==> src/rtl/msp_pkg.sv <==
`timescale 1ns/1ps
package msp_pkg;
  typedef enum logic [1:0] {
    MODE_STRIDED = 2'd0,
    MODE_FIFO    = 2'd1,
    MODE_LINE    = 2'd2,
    MODE_DUP     = 2'd3
  } msp_mode_e;
endpackage

==> src/rtl/msp_bank.sv <==
`timescale 1ns/1ps
module msp_bank #(
  parameter int DATA_W = 16,
  parameter int ROWS   = 16,
  localparam int RB    = $clog2(ROWS)
) (
  input  logic              clk,
  input  logic              we,
  input  logic [RB-1:0]     wrow,
  input  logic [DATA_W-1:0] wdata,
  input  logic [RB-1:0]     rrow,
  output logic [DATA_W-1:0] q
);
  logic [DATA_W-1:0] mem [ROWS];

  always_ff @(posedge clk) begin
    if (we) mem[wrow] <= wdata;
    q <= mem[rrow];
  end
endmodule

==> src/rtl/msp_ctrl.sv <==
`timescale 1ns/1ps
module msp_ctrl
  import msp_pkg::*;
#(
  parameter int LANES = 4,
  parameter int DEPTH = 8,
  parameter int NBUF  = 2,
  localparam int LANE_B = $clog2(LANES),
  localparam int ROW_B  = $clog2(DEPTH),
  localparam int BUF_B  = $clog2(NBUF),
  localparam int PTR_B  = $clog2(LANES*DEPTH) + 1
) (
  input  logic             clk,
  input  logic             rst,
  input  msp_mode_e        mode,
  input  logic             wr_en,
  input  logic             rd_en,
  input  logic             wr_done,
  input  logic             rd_done,
  output logic             wr_fire,
  output logic             rd_fire,
  output logic [BUF_B-1:0] wbuf,
  output logic [BUF_B-1:0] rbuf,
  output logic [PTR_B-1:0] wptr,
  output logic [PTR_B-1:0] rptr,
  output logic [ROW_B-1:0] lcol,
  output logic [LANE_B-1:0] lline,
  output logic             fifo_full,
  output logic             fifo_empty,
  output logic             rd_ready,
  output logic             wr_ready
);
  logic wdone_q, rdone_q, rvalid_q, buffered, swap;

  assign buffered   = (mode == MODE_STRIDED) || (mode == MODE_DUP);
  assign fifo_empty = (wptr == rptr);
  assign fifo_full  = (wptr[PTR_B-1] != rptr[PTR_B-1]) &&
                      (wptr[PTR_B-2:0] == rptr[PTR_B-2:0]);
  assign rd_ready   = rvalid_q;
  assign swap       = buffered && (wdone_q || wr_done) && (rdone_q || rd_done);

  always_comb begin
    case (mode)
      MODE_FIFO: begin
        wr_ready = !fifo_full;
        rd_fire  = rd_en && !fifo_empty;
      end
      MODE_LINE: begin
        wr_ready = 1'b1;
        rd_fire  = rd_en;
      end
      default: begin
        wr_ready = !wdone_q;
        rd_fire  = rd_en && rvalid_q;
      end
    endcase
    wr_fire = wr_en && wr_ready;
  end

  always_ff @(posedge clk) begin
    if (rst) begin
      wptr     <= '0;
      rptr     <= '0;
      lcol     <= '0;
      lline    <= '0;
      wbuf     <= '0;
      rbuf     <= '0;
      wdone_q  <= 1'b0;
      rdone_q  <= 1'b1;
      rvalid_q <= 1'b0;
    end else begin
      if (mode == MODE_FIFO) begin
        wptr <= wptr + PTR_B'(wr_fire);
        rptr <= rptr + PTR_B'(rd_fire);
      end
      if (mode == MODE_LINE && wr_fire) begin
        lcol <= lcol + 1'b1;
        if (lcol == ROW_B'(DEPTH-1)) lline <= lline + 1'b1;
      end
      if (swap) begin
        rbuf     <= wbuf;
        wbuf     <= (wbuf == BUF_B'(NBUF-1)) ? '0 : wbuf + 1'b1;
        wdone_q  <= 1'b0;
        rdone_q  <= 1'b0;
        rvalid_q <= 1'b1;
      end else if (buffered) begin
        if (wr_done) wdone_q <= 1'b1;
        if (rd_done) rdone_q <= 1'b1;
      end
    end
  end
endmodule

==> src/rtl/msp_addr.sv <==
`timescale 1ns/1ps
module msp_addr
  import msp_pkg::*;
#(
  parameter int LANES = 4,
  parameter int DEPTH = 8,
  parameter int NBUF  = 2,
  localparam int LANE_B = $clog2(LANES),
  localparam int ROW_B  = $clog2(DEPTH),
  localparam int BUF_B  = $clog2(NBUF),
  localparam int SLOT_B = $clog2(NBUF*DEPTH),
  localparam int ADDR_W = $clog2(LANES*DEPTH),
  localparam int PTR_B  = ADDR_W + 1
) (
  input  msp_mode_e                mode,
  input  logic                     wr_fire,
  input  logic [ADDR_W-1:0]        wr_addr,
  input  logic [LANES*ADDR_W-1:0]  rd_addr,
  input  logic [BUF_B-1:0]         wbuf,
  input  logic [BUF_B-1:0]         rbuf,
  input  logic [PTR_B-1:0]         wptr,
  input  logic [PTR_B-1:0]         rptr,
  input  logic [ROW_B-1:0]         lcol,
  input  logic [LANE_B-1:0]        lline,
  output logic [SLOT_B-1:0]        wrow,
  output logic [LANES-1:0]         bank_we,
  output logic [LANES*SLOT_B-1:0]  rrow,
  output logic [LANES*LANE_B-1:0]  lane_sel
);
  logic [ADDR_W-1:0] base;
  assign base = rd_addr[ADDR_W-1:0];

  function automatic logic [SLOT_B-1:0] slot_off(input logic [BUF_B-1:0] b);
    return SLOT_B'(b) * SLOT_B'(DEPTH);
  endfunction

  always_comb begin
    wrow     = '0;
    bank_we  = '0;
    rrow     = '0;
    lane_sel = '0;
    case (mode)
      MODE_STRIDED: begin
        wrow = slot_off(wbuf) + SLOT_B'(wr_addr >> LANE_B);
        for (int b = 0; b < LANES; b++) begin
          bank_we[b] = wr_fire && (wr_addr[LANE_B-1:0] == LANE_B'(b));
          rrow[b*SLOT_B +: SLOT_B] = slot_off(rbuf) + SLOT_B'(
            (base + ADDR_W'(LANE_B'(LANE_B'(b) - base[LANE_B-1:0]))) >> LANE_B);
          lane_sel[b*LANE_B +: LANE_B] = base[LANE_B-1:0] + LANE_B'(b);
        end
      end
      MODE_FIFO: begin
        wrow = SLOT_B'(wptr[PTR_B-2:LANE_B]);
        for (int b = 0; b < LANES; b++) begin
          bank_we[b] = wr_fire && (wptr[LANE_B-1:0] == LANE_B'(b));
          rrow[b*SLOT_B +: SLOT_B]     = SLOT_B'(rptr[PTR_B-2:LANE_B]);
          lane_sel[b*LANE_B +: LANE_B] = rptr[LANE_B-1:0];
        end
      end
      MODE_LINE: begin
        wrow = SLOT_B'(lcol);
        for (int b = 0; b < LANES; b++) begin
          bank_we[b] = wr_fire && (lline == LANE_B'(b));
          rrow[b*SLOT_B +: SLOT_B]     = SLOT_B'(base[ROW_B-1:0]);
          lane_sel[b*LANE_B +: LANE_B] = lline - LANE_B'(1) - LANE_B'(b);
        end
      end
      default: begin
        wrow = slot_off(wbuf) + SLOT_B'(wr_addr[ROW_B-1:0]);
        for (int b = 0; b < LANES; b++) begin
          bank_we[b] = wr_fire;
          rrow[b*SLOT_B +: SLOT_B] = slot_off(rbuf) +
                                     SLOT_B'(rd_addr[b*ADDR_W +: ROW_B]);
          lane_sel[b*LANE_B +: LANE_B] = LANE_B'(b);
        end
      end
    endcase
  end
endmodule

==> src/rtl/multimode_scratchpad.sv <==
`timescale 1ns/1ps
module multimode_scratchpad
  import msp_pkg::*;
#(
  parameter int LANES  = 4,
  parameter int DEPTH  = 8,
  parameter int NBUF   = 2,
  parameter int DATA_W = 16,
  localparam int LANE_B = $clog2(LANES),
  localparam int ROW_B  = $clog2(DEPTH),
  localparam int BUF_B  = $clog2(NBUF),
  localparam int SLOT_B = $clog2(NBUF*DEPTH),
  localparam int ADDR_W = $clog2(LANES*DEPTH),
  localparam int PTR_B  = ADDR_W + 1
) (
  input  logic                     clk,
  input  logic                     rst,
  input  logic [1:0]               cfg_mode,
  input  logic                     wr_en,
  input  logic [ADDR_W-1:0]        wr_addr,
  input  logic [DATA_W-1:0]        wr_data,
  input  logic                     wr_done,
  input  logic                     rd_en,
  input  logic [LANES*ADDR_W-1:0]  rd_addr,
  input  logic                     rd_done,
  output logic [LANES*DATA_W-1:0]  rd_data,
  output logic                     rd_valid,
  output logic                     rd_ready,
  output logic                     wr_ready,
  output logic                     fifo_full,
  output logic                     fifo_empty
);
  msp_mode_e mode;
  assign mode = msp_mode_e'(cfg_mode);

  logic                    wr_fire, rd_fire;
  logic [BUF_B-1:0]        wbuf, rbuf;
  logic [PTR_B-1:0]        wptr, rptr;
  logic [ROW_B-1:0]        lcol;
  logic [LANE_B-1:0]       lline;
  logic [SLOT_B-1:0]       wrow;
  logic [LANES-1:0]        bank_we;
  logic [LANES*SLOT_B-1:0] rrow;
  logic [LANES*LANE_B-1:0] lane_sel, sel_q;
  logic [DATA_W-1:0]       bank_q [LANES];
  logic                    v1_q;

  msp_ctrl #(.LANES(LANES), .DEPTH(DEPTH), .NBUF(NBUF)) ctrl_i (
    .clk(clk), .rst(rst), .mode(mode), .wr_en(wr_en), .rd_en(rd_en),
    .wr_done(wr_done), .rd_done(rd_done), .wr_fire(wr_fire), .rd_fire(rd_fire),
    .wbuf(wbuf), .rbuf(rbuf), .wptr(wptr), .rptr(rptr), .lcol(lcol),
    .lline(lline), .fifo_full(fifo_full), .fifo_empty(fifo_empty),
    .rd_ready(rd_ready), .wr_ready(wr_ready)
  );

  msp_addr #(.LANES(LANES), .DEPTH(DEPTH), .NBUF(NBUF)) addr_i (
    .mode(mode), .wr_fire(wr_fire), .wr_addr(wr_addr), .rd_addr(rd_addr),
    .wbuf(wbuf), .rbuf(rbuf), .wptr(wptr), .rptr(rptr), .lcol(lcol),
    .lline(lline), .wrow(wrow), .bank_we(bank_we), .rrow(rrow),
    .lane_sel(lane_sel)
  );

  for (genvar g = 0; g < LANES; g++) begin : g_bank
    msp_bank #(.DATA_W(DATA_W), .ROWS(NBUF*DEPTH)) bank_i (
      .clk(clk), .we(bank_we[g]), .wrow(wrow), .wdata(wr_data),
      .rrow(rrow[g*SLOT_B +: SLOT_B]), .q(bank_q[g])
    );
  end

  always_ff @(posedge clk) begin
    if (rst) begin
      v1_q     <= 1'b0;
      rd_valid <= 1'b0;
    end else begin
      v1_q     <= rd_fire;
      rd_valid <= v1_q;
    end
    if (rd_fire) sel_q <= lane_sel;
    if (v1_q) begin
      for (int i = 0; i < LANES; i++)
        rd_data[i*DATA_W +: DATA_W] <= bank_q[sel_q[i*LANE_B +: LANE_B]];
    end
  end
endmodule

==> config.mk <==
export PLATFORM = sky130hd
export DESIGN_NAME = multimode_scratchpad
export DESIGN_NICKNAME = d
export VERILOG_FILES = /design/src/rtl/msp_pkg.sv /design/src/rtl/msp_bank.sv /design/src/rtl/msp_ctrl.sv /design/src/rtl/msp_addr.sv /design/src/rtl/multimode_scratchpad.sv
export SDC_FILE = /design/constraint.sdc
export NUM_CORES = 1
export LEC_CHECK = 0
export BUFFER_PORTS_ARGS = -buffer_cell sky130_fd_sc_hd__buf_2
export CAP_MARGIN = 0
export CORE_AREA = 2 2 272 274
export CTS_BUF_LIST = sky130_fd_sc_hd__clkbuf_4
export DETAILED_ROUTE_END_ITERATION = 8
export DIE_AREA = 0 0 274 276
export PLACE_DENSITY = 0.85
export SETUP_SLACK_MARGIN = 0.5
export SYNTH_ARGS = -nofsm -noshare
export SYNTH_HDL_FRONTEND = slang
export SYNTH_SLANG_ARGS = --single-unit
==> constraint.sdc <==
create_clock -name clk -period 9 [get_ports clk]
set_input_delay 1.35 -clock clk [delete_from_list [all_inputs] [get_ports clk]]
set_output_delay 1.35 -clock clk [all_outputs]
set_load 0.1 [all_outputs]
==> impl_metrics.py <==
metrics = {
    "logic_synthesis": {
        "synth_area_um2": 46800,
        "syn_avg_cell_area_um2": 17.7,
        "synthDistinctLibCells": 59,
        "yosysWarnings": 0,
        "ys_top_cells_by_area": "edfxtp_1, mux4_2, dfxtp_1",
        "synth-edff-count": 1094,
        "synthFlopType": "edfxtp_1",
        "yosys.area.top_type_share_pct": 70.2,
        "syn-num-nets": 2707,
        "async_flop_share_pct": 0,
        "ys_ff_latch": 1182,
        "ys_seq_area_share_pct": 74.0,
        "syn_inst": 2641,
        "yosysTopAreaCell": "edfxtp_1",
    },
    "flow_run": {
        "cap_viol_max_count": 0,
    },
    "grt": {
        "grt_start_max_net_pins": 95,
        "grt-ovfl-total": 0,
        "grt_pass1_wl_mm": 175,
        "grt_usage_pct": 31.9,
        "antenna_found_initial": 12,
        "grt_pass1_vias": 28600,
    },
    "drt": {
        "drt-pass1-iter-count": 6,
        "route.detailed.wl_per_inst_um": 28.3,
        "maxUsedRoutingLayer": "met5",
        "wl_met1_mm": 38.9,
        "drt_iter0_markers": 4127,
        "wl_mm": 118,
        "vias": 27500,
        "ant_nets": 0,
        "dr_wl_met2_mm": 57.2,
        "drcViolationCount": 0,
        "met3_length_mm": 15.7,
        "routed_via_density": 6.59,
    },
    "worst_setup_path": {
        "cp.required_ns": 7.65,
        "cp-end-kind": "primary output",
        "arrival_ns": 3.16,
        "start_kind": "input pin",
        "crit_fanout": 18,
        "criticalPathCategory": "in -> out",
    },
    "timing": {
        "rsz0062_at_grt": "false",
        "finalHoldViolCount": 0,
        "fmax_ghz": 0.222,
        "timing.final.crit_share_pct": 50.2,
        "slew_headroom_pct": 8.06,
        "skew_ns": 0.0743,
        "drv_slew": 0,
        "period_needed_ns": 4.51,
        "finalSetupTns_ns": 0,
        "worst_slew_pin_slew_ns": 1.38,
        "hold_slack_ns": 0.484,
        "setup_viol": 0,
    },
    "clocking": {
        "clockBufferDepth": 4,
        "clock_latency_ns": 1.10,
        "cts_sinks": 1182,
        "cts.clk_slew.worst_paths_ns": 0.06,
        "ctsRootBufferMaster": "clkbuf_4",
        "htreeDepth": 5,
        "cts_resized": 0,
        "cts_tree": "built",
        "cts_setup_buffers": 0,
        "numCtsBuffers": 299,
        "hold_buffers": 0,
    },
    "floorplan": {
        "start_util_pct": 64.4,
        "dieArea_um2": 75600,
        "core_um2": 72600,
        "die_y_um": 276,
        "num_rows": 99,
        "pin_count": 118,
        "die_w_um": 274,
    },
    "power_and_ir_drop": {
        "p_seq_share_pct": 53.2,
        "leakage_nw": 17.8,
        "p_switching_mw": 2.96,
        "p_sw_share_pct": 25.2,
        "internal_power_mw": 8.81,
        "clkPwrFrac_pct": 37.2,
        "vdd_ir_drop_max_mv": 0.175,
        "combPwrFrac_pct": 9.7,
        "power-per-cell-area_nw_per_um2": 224,
    },
    "placement": {
        "numPortBuffers": 111,
        "hpwl_mm": 67.3,
        "gp_congestion": 0.921,
    },
    "final_layout": {
        "nNetsFinal": 3070,
        "syn_to_final_growth_pct": 12.1,
        "drive_gt1_share_pct": 28.0,
    },
    "worst_hold_path": {
        "hp-class": "reg -> reg",
    },
    "outcome": {
        "outcome": "complete, no violations",
    },
}
-- cell families (layout without fill, tap and decap cells) --
logic type / after synthesis / after routing / synth area share [%]
compound gates: 336 / 336 / 5.35
xor+xnor: 20 / 20 / 0.391
fa+ha+maj: 17 / 17 / 0.455
buf+inv: 166 / 738 / 1.48
flops: 1182 / 1182 / 74.0
mux: 342 / 342 / 12.9
other cells: 0 / 6 / 0
simple gates: 578 / 578 / 5.43
-- per-stage QoR --
step                      area (um2)  std cells  power, mW  setup WS, ns  util (%)
after floorplan                46800       2641       7.06          3.61         -
after global placement         48800       3662       7.42          3.78      67.3
after detailed placement       48800       3662       7.48          3.70      67.3
after CTS                      52400       4172       11.8          4.52      72.2
after global routing           52400       4174       12.2          4.40      72.3
final                          52500       4178       11.8          4.49      72.3
-- final cells by class --
class | instances | area, um2
Clock buffer | 431 | 3240
Antenna cell | 6 | 15.0
Tap cell | 959 | 1200
Clock inverter | 79 | 383
Inverter | 14 | 52.6
Multi-Input combinational cell | 1293 | 11600
Sequential cell | 1182 | 34600
Timing Repair Buffer | 214 | 1340
Fill cell | 4129 | 20100
-- final timing paths --
| check | from | to | slack (ns) | cells past startpoint |
|---|---|---|---|---|
| worst max-delay path | cfg_mode[0] | wr_ready | 4.49 | 6 |
| worst min register to register | ctrl_i.lline[1] | ctrl_i.lline[1] | 0.48 | 2 |
| worst max register to register | ctrl_i.rptr[4] | g_bank[2].bank_i.q[7] | 5.47 | 8 |
| worst min-delay path | ctrl_i.lline[1] | ctrl_i.lline[1] | 0.48 | 2 |
-- sequential cells by signal, summed over array words and instances, names as in the netlist, 2 cells and up --
| name | flops |
|---|---|
| ctrl_i.lcol | 3 |
| ctrl_i.wptr | 6 |
| rd_data | 64 |
| sel_q | 6 |
| g_bank.bank_i.mem | 1024 |
| ctrl_i.rptr | 6 |
| ctrl_i.lline | 2 |
| g_bank.bank_i.q | 64 |
-- power groups by stage --
stage	Combinational (mW)	Sequential, mW	Clock [mW]
after CTS	1.12	6.25	4.43
final	1.14	6.26	4.37
after detailed placement	1.11	6.37	0
after global placement	1.07	6.35	0
after floorplan	0.636	6.43	0
after global routing	1.19	6.26	4.71
-- Yosys cell counts (2+ instances only) --
cell type  count
edfxtp_1    1094
nand2_1      281
mux4_2       208
mux2i_1      132
nor2_1       112
nand3_1       91
dfxtp_1       88
clkbuf_1      86
a22oi_1       78
nor2b_1       43
buf_2         41
a211oi_1      37
a2bb2oi_1     36
a21oi_1       33
o211ai_1      33
o2bb2ai_1     33
o21ai_0       26
buf_1         22
a31oi_1       18
ha_1          17
or4_1         16
inv_1         13
xnor2_1       10
xor2_1         9
nor3_1         7
o221ai_1       7
a32oi_1        5
nand4_1        5
o21a_1         5
o21ai_1        5
a222oi_1       4
o31ai_1        4
or3_1          4
a221oi_1       3
and2_1         3
nand2b_1       3
or2_2          3
and3_1         2
buf_6          2
nand3b_1       2
o32a_1         2
-- per-layer routing --
metal  global-route usage [%]  vias to the layer above
met3                     9.60                      390
met1                     40.6                    13500
met5                        0                        -
li1                         -                    11500
met2                     49.7                     2124
met4                     17.4                       10
-- critical path, cell delays in order --
cell	delay, ns
buf_2	0.12
inv_1	0.08
ha_1	0.63
inv_1	0.26
a31oi_1	0.26
buf_2	0.46
-- cell usage in the layout, fill, tap and decap left out, types with 78 or more instances in the layout --
cell	synthesis	layout
buf_2	41	111
a22oi_1	78	78
nand2_1	281	281
clkbuf_4	0	431
dfxtp_1	88	87
mux4_2	208	208
edfxtp_1	1094	1094
nand3_1	91	91
mux2i_1	132	132
buf_4	1	102
nor2_1	112	103
(Power assumes the default switching activity.)
